===== src/rtl/clap_pkg.sv =====
// Package: shared helpers for the clap sequence decoder.
// Assumes: device d is addressed by tally 2+2d (set) and 3+2d (clear).
package clap_pkg;

    typedef enum logic [1:0] {
        DEV_KEEP  = 2'd0,
        DEV_SET   = 2'd1,
        DEV_CLEAR = 2'd2
    } dev_cmd_e;

    // Tally that switches device d on.
    function automatic int set_code(input int d);
        return 2 + 2 * d;
    endfunction

    // Tally that switches device d off.
    function automatic int clear_code(input int d);
        return 3 + 2 * d;
    endfunction

    // Command for device d given a closing tally.
    function automatic dev_cmd_e decode_cmd(input int d, input int tally);
        if (tally == set_code(d))        return DEV_SET;
        else if (tally == clear_code(d)) return DEV_CLEAR;
        else                             return DEV_KEEP;
    endfunction

endpackage


===== src/rtl/clap_sync_edge.sv =====
// Module: clap_sync_edge
// Brings the asynchronous sound flag through SYNC_STAGES flip-flops and
// gives a one-cycle (combinational) strobe on its synchronised rising edge.
// Assumes: SYNC_STAGES >= 2.
module clap_sync_edge #(
    parameter int SYNC_STAGES = 2
) (
    input  logic clk,
    input  logic rst_n,
    input  logic async_i,
    output logic rise_o
);

    logic [SYNC_STAGES:0] chain_q;

    // Shift the raw flag through the synchroniser plus one history stage.
    always_ff @(posedge clk) begin
        if (!rst_n) chain_q <= '0;
        else        chain_q <= {chain_q[SYNC_STAGES-1:0], async_i};
    end

    // Rising edge: newest synchronised sample high, the one before low.
    always_comb rise_o = chain_q[SYNC_STAGES-1] & ~chain_q[SYNC_STAGES];

endmodule


===== src/rtl/clap_oneshot.sv =====
// Module: clap_oneshot
// Non-retriggerable pulse shaper. An edge seen while idle gives one
// registered strobe and opens a busy window of SHAPE_CYC cycles. Edges
// inside the window are dropped.
// Assumes: SHAPE_CYC >= 2.
module clap_oneshot #(
    parameter int SHAPE_CYC = 25_000_000
) (
    input  logic clk,
    input  logic rst_n,
    input  logic edge_i,
    output logic shot_o
);

    localparam int SH_W = $clog2(SHAPE_CYC + 1);

    logic            busy_q;
    logic [SH_W-1:0] left_q;

    // Open the window on an accepted edge and count it down to idle.
    always_ff @(posedge clk) begin
        if (!rst_n) begin
            busy_q <= 1'b0;
            left_q <= '0;
            shot_o <= 1'b0;
        end else if (edge_i && !busy_q) begin
            busy_q <= 1'b1;
            left_q <= SH_W'(SHAPE_CYC - 1);
            shot_o <= 1'b1;
        end else begin
            shot_o <= 1'b0;
            if (busy_q) begin
                if (left_q == '0) busy_q <= 1'b0;
                else              left_q <= left_q - 1'b1;
            end
        end
    end

endmodule


===== src/rtl/clap_burst_counter.sv =====
// Module: clap_burst_counter
// Saturating tally of shaped pulses. A clear has priority. A pulse in the
// same cycle as a clear starts the next burst at one.
// Assumes: SAT fits in CNT_W bits.
module clap_burst_counter #(
    parameter int SAT   = 6,
    parameter int CNT_W = 3
) (
    input  logic             clk,
    input  logic             rst_n,
    input  logic             step_i,
    input  logic             clear_i,
    output logic [CNT_W-1:0] count_o
);

    // Count pulses up to SAT. Clear once the burst result has been applied.
    always_ff @(posedge clk) begin
        if (!rst_n)                                count_o <= '0;
        else if (clear_i)                          count_o <= step_i ? CNT_W'(1) : '0;
        else if (step_i && count_o < CNT_W'(SAT))  count_o <= count_o + 1'b1;
    end

endmodule


===== src/rtl/clap_quiet_timer.sv =====
// Module: clap_quiet_timer
// Retriggerable silence timer. Each kick reloads QUIET_CYC. When the count
// runs out, expire_o is high for one cycle.
// Assumes: QUIET_CYC >= 1.
module clap_quiet_timer #(
    parameter int QUIET_CYC = 75_000_000
) (
    input  logic clk,
    input  logic rst_n,
    input  logic kick_i,
    output logic expire_o
);

    localparam int QT_W = $clog2(QUIET_CYC + 1);

    logic            run_q;
    logic [QT_W-1:0] tmr_q;

    // Reload on a kick and count down. Flag expiry when the count runs out.
    always_ff @(posedge clk) begin
        if (!rst_n) begin
            run_q    <= 1'b0;
            tmr_q    <= '0;
            expire_o <= 1'b0;
        end else if (kick_i) begin
            run_q    <= 1'b1;
            tmr_q    <= QT_W'(QUIET_CYC);
            expire_o <= 1'b0;
        end else if (run_q && tmr_q == QT_W'(1)) begin
            run_q    <= 1'b0;
            tmr_q    <= '0;
            expire_o <= 1'b1;
        end else begin
            if (run_q) tmr_q <= tmr_q - 1'b1;
            expire_o <= 1'b0;
        end
    end

endmodule


===== src/rtl/clap_cmd_latch.sv =====
// Module: clap_cmd_latch
// Decodes the closing tally and holds one state bit per device. It also
// registers the result strobe and the applied tally.
// Assumes: apply_i is a one-cycle strobe; count_i is stable when it is high.
module clap_cmd_latch #(
    parameter int N_DEV = 2,
    parameter int CNT_W = 3
) (
    input  logic             clk,
    input  logic             rst_n,
    input  logic             apply_i,
    input  logic [CNT_W-1:0] count_i,
    output logic [N_DEV-1:0] dev_o,
    output logic             valid_o,
    output logic [CNT_W-1:0] count_o
);
    import clap_pkg::*;

    for (genvar d = 0; d < N_DEV; d++) begin : g_dev
        dev_cmd_e cmd;

        // Work out what the closing tally means for this device.
        always_comb cmd = decode_cmd(d, int'(count_i));

        // Hold the device state; change it only on an addressed command.
        always_ff @(posedge clk) begin
            if (!rst_n)                               dev_o[d] <= 1'b0;
            else if (apply_i && cmd == DEV_SET)       dev_o[d] <= 1'b1;
            else if (apply_i && cmd == DEV_CLEAR)     dev_o[d] <= 1'b0;
        end
    end

    // Register the result strobe and the tally it was decoded from.
    always_ff @(posedge clk) begin
        if (!rst_n) begin
            valid_o <= 1'b0;
            count_o <= '0;
        end else begin
            valid_o <= apply_i;
            if (apply_i) count_o <= count_i;
        end
    end

endmodule


===== src/rtl/clap_cmd_decoder.sv =====
// Module: clap_cmd_decoder (top)
// Turns bursts of detected claps into set/clear commands for N_DEV latched
// outputs. Path: synchroniser -> pulse shaper -> tally + silence timer ->
// decode/latch. The tally is cleared one cycle after the latches update.
// Assumes: clap_i is asynchronous; durations are given in clock cycles.
module clap_cmd_decoder #(
    parameter int N_DEV       = 2,
    parameter int SHAPE_CYC   = 25_000_000,
    parameter int QUIET_CYC   = 75_000_000,
    parameter int SYNC_STAGES = 2,
    parameter int SAT_COUNT   = 2 * N_DEV + 2,
    parameter int CNT_W       = $clog2(SAT_COUNT + 1)
) (
    input  logic             clk,
    input  logic             rst_n,
    input  logic             clap_i,
    output logic [N_DEV-1:0] dev_o,
    output logic             idle_o,
    output logic             armed_o,
    output logic             cmd_valid_o,
    output logic [CNT_W-1:0] cmd_count_o
);

    logic             clap_rise;
    logic             shot_pulse;
    logic             burst_end;
    logic [CNT_W-1:0] tally;

    clap_sync_edge #(.SYNC_STAGES(SYNC_STAGES)) u_sync (
        .clk(clk), .rst_n(rst_n), .async_i(clap_i), .rise_o(clap_rise)
    );

    clap_oneshot #(.SHAPE_CYC(SHAPE_CYC)) u_shape (
        .clk(clk), .rst_n(rst_n), .edge_i(clap_rise), .shot_o(shot_pulse)
    );

    clap_burst_counter #(.SAT(SAT_COUNT), .CNT_W(CNT_W)) u_tally (
        .clk(clk), .rst_n(rst_n), .step_i(shot_pulse),
        .clear_i(cmd_valid_o), .count_o(tally)
    );

    clap_quiet_timer #(.QUIET_CYC(QUIET_CYC)) u_quiet (
        .clk(clk), .rst_n(rst_n), .kick_i(shot_pulse), .expire_o(burst_end)
    );

    clap_cmd_latch #(.N_DEV(N_DEV), .CNT_W(CNT_W)) u_latch (
        .clk(clk), .rst_n(rst_n), .apply_i(burst_end), .count_i(tally),
        .dev_o(dev_o), .valid_o(cmd_valid_o), .count_o(cmd_count_o)
    );

    // Status flags taken from the tally.
    always_comb begin
        idle_o  = (tally == '0);
        armed_o = (tally != '0);
    end

endmodule


===== config.mk =====
export PLATFORM = sky130hd
export DESIGN_NAME = clap_cmd_decoder
export DESIGN_NICKNAME = d
export VERILOG_FILES = /design/src/rtl/clap_pkg.sv /design/src/rtl/clap_sync_edge.sv /design/src/rtl/clap_oneshot.sv /design/src/rtl/clap_burst_counter.sv /design/src/rtl/clap_quiet_timer.sv /design/src/rtl/clap_cmd_latch.sv /design/src/rtl/clap_cmd_decoder.sv
export SDC_FILE = /design/constraint.sdc
export NUM_CORES = 1
export LEC_CHECK = 0
export BUFFER_PORTS_ARGS = -buffer_cell sky130_fd_sc_hd__buf_2
export CORE_ASPECT_RATIO = 0.9
export CORE_MARGIN = 8
export CORE_UTILIZATION = 29
export CTS_CLUSTER_DIAMETER = 100
export DETAILED_ROUTE_END_ITERATION = 8
export GPL_TIMING_DRIVEN = 0
export PLACE_DENSITY_LB_ADDON = 0.2
export SYNTH_ARGS = -nofsm -noshare
export SYNTH_HDL_FRONTEND = slang
export SYNTH_SLANG_ARGS = --single-unit

===== constraint.sdc =====
create_clock -name clk -period 8.4 [get_ports clk]
set_clock_uncertainty 0.15 [all_clocks]
set_input_delay 0.84 -clock clk [delete_from_list [all_inputs] [get_ports clk]]
set_output_delay 0.84 -clock clk [all_outputs]
set_load 0.01 [all_outputs]

==> results of run 1 <==
[cell families after synthesis]
logic type,Yosys count,share of synthesized area
AND/OR/NAND/NOR,166,0.279
AO/OA/AOI/OAI,77,0.151
flip-flops,68,0.419
buffers and inverters,29,0.0343
XOR/XNOR,25,0.0674
adder cells (fa/ha/maj),9,0.0347
multiplexers,5,0.0154
[power groups by stage]
stage / Clock, mW / Sequential, mW / Combinational (mW)
final: 0.381 / 0.360 / 0.148
after global routing: 0.407 / 0.363 / 0.165
after CTS: 0.395 / 0.359 / 0.148
after detailed placement: 0 / 0.367 / 0.147
after global placement: 0 / 0.366 / 0.146
after floorplan: 0 / 0.362 / 0.116
[layout make-up]
class	instances	area [µm²]	area share
multi-input cells	282	1780	0.469
flip-flops and latches	68	1360	0.359
well taps	152	190	0.0502
clock inverters	7	75.1	0.0198
inverters	13	48.8	0.0129
plain buffers	16	62.6	0.0165
clock buffers	9	225	0.0594
repair buffers	10	50.0	0.0132
[routing by layer]
layer | track usage | vias to the layer above | share of wire
li1 | - | 1434 | -
met1 | 0.143 | 1321 | 0.51
met2 | 0.168 | 39 | 0.44
met3 | 0.0292 | 8 | 0.035
met4 | 0.0451 | 0 | 0.015
met5 | 0 | - | 0
[how the worst min path moves through the flow]
stage	endpoint	from	cells past startpoint
2_1_floorplan	u_sync.chain_q[1]	u_sync.chain_q[0]	1
3_3_place_gp	u_sync.chain_q[1]	u_sync.chain_q[0]	1
3_5_place_dp	u_sync.chain_q[1]	u_sync.chain_q[0]	1
4_1_cts	u_sync.chain_q[1]	u_sync.chain_q[0]	1
5_1_grt	u_sync.chain_q[1]	u_sync.chain_q[0]	1
6_report	u_sync.chain_q[1]	u_sync.chain_q[0]	1
[metrics by stage]
stage / setup WS (ns) / total power, mW
after CTS: 5.05 / 0.903
after global placement: 5.13 / 0.512
after floorplan: 5.72 / 0.477
after detailed placement: 5.07 / 0.514
after global routing: 4.73 / 0.935
final: 5.05 / 0.889
[cell usage after synthesis, drive strengths merged, types with 5 or more instances]
cell    number
ha           9
a21oi       26
and2         6
nand4       10
dfxtp       68
nor4        14
xnor2       13
or2          5
or4         13
xor2        12
inv         13
o21a         7
o31ai        7
nor3        16
clkbuf      13
o21ai       14
mux2i        5
nand3        9
or3         17
nor2        36
a211oi       5
nand2       23
[critical path: stages, from the launching register on]
cell,delay (ns)
dfxtp_1,0.34
nor3_1,0.88
nand2_1,0.28
or4_1,0.53
clkbuf_1,0.21
nand3_1,0.32
clkbuf_1,0.40
nor2_1,0.10
[registers in the layout (all words and copies together) (netlist names)]
name	flops
u_quiet.expire_o	1
u_shape.left_q	25
u_sync.chain_q	3
u_quiet.tmr_q	27
u_latch.count_o	3
u_latch.dev_o	2
u_shape.shot_o	1
u_latch.valid_o	1
u_shape.busy_q	1
u_quiet.run_q	1
u_tally.count_o	3
==> flow_metrics.env, run 1 <==
export IMPL_status="complete, no violations"
export IMPL_final_area_um2=3790
export IMPL_endpoint="u_quiet.tmr_q[12]"
export IMPL_first_global_vias=2672
export IMPL_core_area_um2=10900
export IMPL_wl_per_cell_um=13.9
export IMPL_yosys_most_used_dff="dfxtp_1"
export IMPL_maxCapViolCount=0
export IMPL_vias=2802
export IMPL_fin_crit_ns=3.35
export IMPL_p_seq_frac=0.405
export IMPL_syn_to_final_growth_pct=16.6
export IMPL_cts_tree="yes"
export IMPL_hold_ws_ns=0.283
export IMPL_num_nets_final=412
export IMPL_placed_area_um2=3490
export IMPL_r2r_slack_ns=5.05
export IMPL_fp_row_count=36
export IMPL_criticalPathCategory="reg -> reg"
export IMPL_p_clk_frac=0.429
export IMPL_syn_area_um2=3250
export IMPL_setup_viol=0
export IMPL_reg2reg_to="u_quiet.tmr_q[12]"
export IMPL_die_area_um2=14900
export IMPL_io_pins=11
export IMPL_p_leak_nw=1.36
export IMPL_yosysTopAreaCell="dfxtp_1"
export IMPL_cts_sinks=68
export IMPL_max_slew_margin=0.273
export IMPL_path_max_fanout=10
export IMPL_reg2reg_depth=7
export IMPL_startpoint_type="flip-flop"
export IMPL_finalCritPeriodShare=0.398
export IMPL_intPower_mw=0.630
export IMPL_syn_num_nets=391
export IMPL_clockBufferDepth=2
export IMPL_power_switching_mw=0.259
export IMPL_cts_root_buffer="clkbuf_16"
export IMPL_ys_seq_area_frac=0.419
export IMPL_irDropWorstVdd_uv=80.5
export IMPL_drcViolationCount=0
export IMPL_layout_cells_non_filler=557
export IMPL_synth_edf_count=0
export IMPL_fillers=1125
export IMPL_synth_top_area_share=0.419
export IMPL_grt_antenna_before_repair=0
export IMPL_cp_required_ns=8.46
export IMPL_grtUsageTotal=0.110
export IMPL_ys_warn_count=0
export IMPL_power_density_nw_per_um2=235
export IMPL_viasPerCell=5.03
export IMPL_synth_cell_types=46
export IMPL_pwr_share_comb=0.166
export IMPL_clkSlewWorstSetupHoldPaths_ns=0.06
export IMPL_layout_common_cells="68 x dfxtp_1, 36 x nor2_1, 26 x a21oi_1, 23 x nand2_1"
export IMPL_hold_viol=0
export IMPL_setup_tns_ns=0
export IMPL_gp_congestion=0.781
export IMPL_grt_max_degree=14
export IMPL_drive_above_1_share=0.0889
export IMPL_cts_buffers=9
export IMPL_worstSkewPairLatency_ns=0.33
export IMPL_antenna_cells=0
export IMPL_mostFrequentLayoutCell="dfxtp_1"
export IMPL_grt_ovfl_total=0
export IMPL_synthCells=379
export IMPL_firstDrtPassIters=4
export IMPL_crit_arrival_ns=3.40
export IMPL_rsz0062_at_grt="no"
export IMPL_crit_start="u_quiet.tmr_q[2]"
export IMPL_tightest_slew_ns=1.08
export IMPL_holdCritPathClass="reg -> reg"
export IMPL_synth_area_leaders="dfxtp_1 42%, nor2_1 4.2%, a21oi_1 4.0%"
export IMPL_syn_avg_cell_area_um2=8.57
export IMPL_port_buffers=10
export IMPL_dp_cells=541
export IMPL_synth_seq_cells=68
export IMPL_post_route_util=0.349
export IMPL_r2r_start="u_quiet.tmr_q[2]"
export IMPL_grt_pass1_wl_mm=13.0
export IMPL_switching_share=0.291
export IMPL_async_flop_share=0
export IMPL_critPathCaptureType="flip-flop"
export IMPL_start_util=0.299
export IMPL_drt_iter0_drc=178
export IMPL_max_freq_ghz=0.299
export IMPL_drt_wl_total_mm=7.74
export IMPL_cts_resized=0
export IMPL_htree_levels=3
export IMPL_ant_nets=0
export IMPL_die_y_um=116
export IMPL_drv_slew=0
export IMPL_cts_hold_fix_buffers=0
export IMPL_dp_hpwl_mm=5.47
export IMPL_dieWidth_um=128
export IMPL_post_cts_buffers=0
Power figures use the tool's default switching activity.
==> inputs of run 2 (changes only) <==
==> constraint.sdc (replaced) <==
create_clock -name clk -period 3.1 [get_ports clk]
set_clock_uncertainty 0.15 [all_clocks]
set_input_delay 0.31 -clock clk [delete_from_list [all_inputs] [get_ports clk]]
set_output_delay 0.31 -clock clk [all_outputs]
set_load 0.01 [all_outputs]
==> run 2 against run 1 <==
Largest cell class unchanged. Global-route usage hardly changed. Sequential share of layout area down 0.36 points. Largest power group unchanged. Design area rose by 1.0%. Flip-flop and latch count unchanged. Die area unchanged. Utilization grew 0.36 points. Worst hold slack worse by 0.25 ns. Worst setup slack worse by 4.9 ns. First-iteration DRC count shrank 6.7%. Count of clock-buffer cells in the layout unchanged. Routed wire length fell by 0.18%.
==> flow_metrics.env, run 2 (synthesis gave the netlist of run 1 again) <==
export IMPL_critPathCaptureType="flip-flop"
export IMPL_maxCapViolCount=0
export IMPL_dp_cells=541
export IMPL_fin_ws_ns=0.182
export IMPL_drive_above_1_share=0.103
export IMPL_worstSkewPairLatency_ns=0.33
export IMPL_cts_sinks=68
export IMPL_p_clk_frac=0.427
export IMPL_holdCritPathClass="in -> reg"
export IMPL_gp_congestion=0.781
export IMPL_place_ws_ns=-0.232
export IMPL_mostFrequentLayoutCell="dfxtp_1"
export IMPL_layout_common_cells="68 x dfxtp_1, 36 x nor2_1, 26 x a21oi_1, 23 x nand2_1, 16 x or3_1"
export IMPL_largest_reg_flops=27
export IMPL_grt_ovfl_total=0
export IMPL_cp_required_ns=3.17
export IMPL_path_max_fanout=10
export IMPL_cts_tree="yes"
export IMPL_power_total_mw=2.43
export IMPL_irDropWorstVdd_uv=217
export IMPL_drt_wl_total_mm=7.72
export IMPL_pwr_share_comb=0.170
export IMPL_power_switching_mw=0.708
export IMPL_crit_arrival_ns=2.99
export IMPL_drcViolationCount=0
export IMPL_drv_slew=0
export IMPL_finalCritPeriodShare=0.941
export IMPL_wl_per_cell_um=13.8
export IMPL_placed_area_um2=3490
export IMPL_max_slew_margin=0.391
export IMPL_dieWidth_um=128
export IMPL_cts_hold_fix_buffers=0
export IMPL_power_density_nw_per_um2=634
export IMPL_setup_tns_ns=0
export IMPL_criticalPathCategory="reg -> reg"
export IMPL_clockBufferDepth=2
export IMPL_die_y_um=116
export IMPL_multiInputGateArea_um2=1800
export IMPL_drt_iter0_drc=166
export IMPL_syn_to_final_growth_pct=17.8
export IMPL_start_util=0.299
export IMPL_tightest_slew_ns=0.905
export IMPL_fp_row_count=36
export IMPL_dp_hpwl_mm=5.47
export IMPL_status="complete, no violations"
export IMPL_final_area_um2=3830
export IMPL_firstDrtPassIters=4
export IMPL_htree_levels=3
export IMPL_fin_crit_ns=2.92
export IMPL_max_freq_ghz=0.343
export IMPL_reg2reg_depth=7
export IMPL_setup_viol=0
export IMPL_ant_nets=0
export IMPL_core_area_um2=10900
export IMPL_grt_antenna_before_repair=0
export IMPL_switching_share=0.292
export IMPL_viasPerCell=5.05
export IMPL_grtUsageTotal=0.110
export IMPL_layout_cells_non_filler=558
export IMPL_largest_register="u_quiet.tmr_q"
export IMPL_register_area_um2=1360
export IMPL_hold_depth=2
export IMPL_num_nets_final=413
export IMPL_grt_max_degree=14
export IMPL_first_global_vias=2674
export IMPL_vias=2819
export IMPL_port_buffers=10
export IMPL_p_leak_nw=1.38
export IMPL_cts_root_buffer="clkbuf_16"
export IMPL_grt_pass1_wl_mm=13.1
export IMPL_p_seq_frac=0.403
export IMPL_hold_viol=0
export IMPL_intPower_mw=1.72
export IMPL_clkSlewWorstSetupHoldPaths_ns=0.06
export IMPL_antenna_cells=0
export IMPL_startpoint_type="flip-flop"
export IMPL_largestRegisters="u_quiet.tmr_q (27), u_shape.left_q (25)"
export IMPL_io_pins=11
export IMPL_cts_buffers=9
export IMPL_die_area_um2=14900
export IMPL_fillers=1120
export IMPL_rsz0062_at_grt="no"
## run 2: worst max-delay path: stages (launching register included)
cell and delay [ns]:
dfxtp_1 0.36, or4_1 0.52, buf_2 0.18, or4_1 0.60, o21ai_1 0.24, clkbuf_1 0.37, nor3_1 0.10, o31a_1 0.28
## run 2: path summary, 6_finish.rpt
path	start	slack [ns]	to
hold reg to reg	u_sync.chain_q[0]	0.28	u_sync.chain_q[1]
setup reg to reg	u_shape.left_q[2]	0.18	u_shape.left_q[11]
setup / recovery	u_shape.left_q[2]	0.18	u_shape.left_q[11]
hold / removal	clap_i	0.03	u_sync.chain_q[0]
## run 2: repair_timing
action,4_1_cts,5_1_grt
pin swaps,0,1
endpoints found under the setup margin,10,20
setup buffers,0,2
gates resized for setup,2,3
hold endpoints to repair,0,0
## run 2: stage by stage
| step | utilization | hold slack [ns] |
|---|---|---|
| 3_5_place_dp | 0.321 | 0.272 |
| 4_1_cts | 0.350 | 0.0237 |
| 6_report | 0.353 | 0.0320 |
| 2_1_floorplan | - | 0.262 |
| 3_3_place_gp | 0.321 | 0.267 |
| 5_1_grt | 0.353 | 0.0409 |
## run 2: layout make-up
| class | count | area share |
|---|---|---|
| Timing Repair Buffer | 12 | 0.0170 |
| Clock buffer | 9 | 0.0588 |
| Buffer | 15 | 0.0154 |
| Tap cell | 152 | 0.0497 |
| Multi-Input combinational cell | 282 | 0.471 |
| Inverter | 13 | 0.0127 |
| Sequential cell | 68 | 0.356 |
| Clock inverter | 7 | 0.0196 |
## run 2: metal layers
layer / share of wire / track usage
met4: 0.016 / 0.0451
met1: 0.51 / 0.144
met5: 0 / 0
met3: 0.030 / 0.0292
met2: 0.44 / 0.168
## run 2: power groups by stage
| stage | registers (mW) | logic, mW | clock network (mW) |
|---|---|---|---|
| 5_1_grt | 0.985 | 0.463 | 1.10 |
| 3_5_place_dp | 0.993 | 0.399 | 0 |
| 6_report | 0.978 | 0.414 | 1.04 |
| 2_1_floorplan | 0.980 | 0.314 | 0 |
| 3_3_place_gp | 0.992 | 0.395 | 0 |
| 4_1_cts | 0.975 | 0.403 | 1.07 |
==> inputs of run 3 (changes only) <==
--- a/config.mk
+++ b/config.mk
@@ -8,7 +8,7 @@
 export BUFFER_PORTS_ARGS = -buffer_cell sky130_fd_sc_hd__buf_2
 export CORE_ASPECT_RATIO = 0.9
 export CORE_MARGIN = 8
-export CORE_UTILIZATION = 29
+export CORE_UTILIZATION = 60
 export CTS_CLUSTER_DIAMETER = 100
 export DETAILED_ROUTE_END_ITERATION = 8
 export GPL_TIMING_DRIVEN = 0
==> run 3 against run 2 <==
Via count rose by 2.0%. Cell count fell by 15%. Routed wire length fell by 8.7%. Utilization rose by 33 points. Fmax rose by 0.17%. Count of clock-buffer cells in the layout rose by 5. Critical endpoint unchanged. Largest cell class unchanged.
==> flow_metrics.env, run 3 (synthesis gave the netlist of run 1 again) <==
export IMPL_rsz0062_at_grt="no"
export IMPL_worst_path_buf_inv=2
export IMPL_core_area_um2=5260
export IMPL_first_global_vias=2589
export IMPL_port_buffers=10
export IMPL_dp_cells=456
export IMPL_holdCritPathClass="in -> reg"
export IMPL_cts_sinks=68
export IMPL_critical_path_top_delay_family="simple AND/OR/NAND/NOR gates"
export IMPL_drv_slew=0
export IMPL_critPathCaptureType="flip-flop"
export IMPL_placed_area_um2=3380
export IMPL_num_nets_final=415
export IMPL_final_area_um2=3590
export IMPL_fin_crit_ns=2.91
export IMPL_cts_buffers=9
export IMPL_firstDrtPassIters=4
export IMPL_path_max_fanout=10
export IMPL_largest_register="u_quiet.tmr_q"
export IMPL_max_slew_margin=0.350
export IMPL_grt_antenna_before_repair=0
export IMPL_layout_common_cells="68 x dfxtp_1, 36 x nor2_1, 26 x a21oi_1, 23 x nand2_1"
export IMPL_cts_root_buffer="clkbuf_8"
export IMPL_largestRegisters="u_quiet.tmr_q (27), u_shape.left_q (25)"
export IMPL_path_cells="or4_1 > buf_2 > or4_1 > o21ai_1 > clkbuf_1 > nor3_1 > o31a_1"
export IMPL_max_stage_delay_ns=0.60
export IMPL_p_leak_nw=1.33
export IMPL_r2r_start="u_shape.left_q[2]"
export IMPL_post_route_util=0.682
export IMPL_drt_iter0_drc=205
export IMPL_reg2reg_depth=7
export IMPL_syn_to_final_growth_pct=10.4
export IMPL_status="complete, no violations"
export IMPL_mostFrequentLayoutCell="dfxtp_1"
export IMPL_cp_required_ns=3.19
export IMPL_hold_viol=0
export IMPL_power_density_nw_per_um2=560
export IMPL_fin_ws_ns=0.187
export IMPL_grt_pass1_wl_mm=11.9
export IMPL_largest_reg_flops=27
export IMPL_reg2reg_to="u_shape.left_q[11]"
export IMPL_antenna_cells=0
export IMPL_crit_top_cell="or4_1"
export IMPL_tightest_slew_ns=0.967
export IMPL_cts_tree="yes"
export IMPL_crit_start="u_shape.left_q[2]"
export IMPL_startpoint_type="flip-flop"
export IMPL_drcViolationCount=0
export IMPL_r2r_slack_ns=0.19
export IMPL_viasPerCell=6.05
export IMPL_grt_ovfl_total=0
export IMPL_crit_arrival_ns=3.00
export IMPL_fp_row_count=25
export IMPL_die_y_um=85.8
export IMPL_endpoint="u_shape.left_q[11]"
export IMPL_io_pins=11
export IMPL_dp_hpwl_mm=4.96
export IMPL_wl_per_cell_um=14.8
export IMPL_start_util=0.618
export IMPL_maxCapViolCount=0
export IMPL_place_ws_ns=-0.126
export IMPL_clkSlewWorstSetupHoldPaths_ns=0.07
export IMPL_setup_tns_ns=0
export IMPL_finalCritPeriodShare=0.940
export IMPL_grt_max_degree=11
export IMPL_irDropWorstVdd_uv=339
export IMPL_criticalPathCategory="reg -> reg"
export IMPL_setup_viol=0
export IMPL_drt_wl_total_mm=7.05
export IMPL_cp_num_cells=7
export IMPL_gp_congestion=0.913
export IMPL_ant_nets=0
export IMPL_layout_cells_non_filler=475
export IMPL_htree_levels=3
export IMPL_die_area_um2=8030
export IMPL_grtUsageTotal=0.183
export IMPL_dieWidth_um=93.6
export IMPL_vias=2874
export IMPL_clockBufferDepth=2
export IMPL_cpMaxStageDelayCell="or4_1"
export IMPL_worstSkewPairLatency_ns=0.35
export IMPL_drive_above_1_share=0.0956
export IMPL_max_freq_ghz=0.343
## run 3: cell types whose count changed in the layout (fill, tap and decap cells not counted), sizes merged
| cell | previous run | this run |
|---|---|---|
| clkbuf | 21 | 27 |
| clkinvlp | 3 | 0 |
| inv | 15 | 13 |
| buf | 15 | 16 |
| bufinv | 1 | 0 |
| clkinv | 1 | 2 |
## run 3: stage by stage
step	power (mW)	hold slack, ns
floorplan	1.29	0.262
global route	2.12	0.0253
finish	2.01	0.0245
global placement	1.37	0.266
detailed placement	1.38	0.267
CTS	2.00	0.0139
## run 3: area by class of cell
class | instances | area [µm²]
Clock buffer | 14 | 153
Tap cell | 67 | 83.8
Buffer | 16 | 63.8
Multi-Input combinational cell | 282 | 1790
Sequential cell | 68 | 1360
Fill cell | 462 | 1670
Timing Repair Buffer | 13 | 72.6
Clock inverter | 2 | 10.0
Inverter | 13 | 48.8
## run 3: power breakdown
part / switching, mW / internal [mW]
registers: 0.0507 / 0.925
clock network: 0.307 / 0.311
logic: 0.244 / 0.171
total: 0.602 / 1.41
## run 3: worst min path at each step
| stage | from | end | slack, ns | cells past startpoint |
|---|---|---|---|---|
| 6_report | clap_i | u_sync.chain_q[0] | 0.02 | 2 |
| 5_1_grt | clap_i | u_sync.chain_q[0] | 0.03 | 2 |
| 4_1_cts | clap_i | u_sync.chain_q[0] | 0.01 | 2 |
| 3_5_place_dp | u_sync.chain_q[0] | u_sync.chain_q[1] | 0.27 | 1 |
| 3_3_place_gp | u_sync.chain_q[0] | u_sync.chain_q[1] | 0.27 | 1 |
| 2_1_floorplan | u_sync.chain_q[0] | u_sync.chain_q[1] | 0.26 | 1 |
## run 3: layer usage
metal / vias up / share of wire / global-route usage
met5: - / 0 / 0
met4: 0 / 0.014 / 0.0647
met3: 10 / 0.053 / 0.0524
met2: 68 / 0.44 / 0.278
met1: 1360 / 0.49 / 0.238
li1: 1436 / - / -
## run 3: what timing repair did
action                     4_1_cts  5_1_grt
setup buffers                    0        3
pin swaps                        0        1
hold buffers                     0        0
setup endpoints to repair       10       16
gates resized for setup          3        2
gates cloned                     0        0
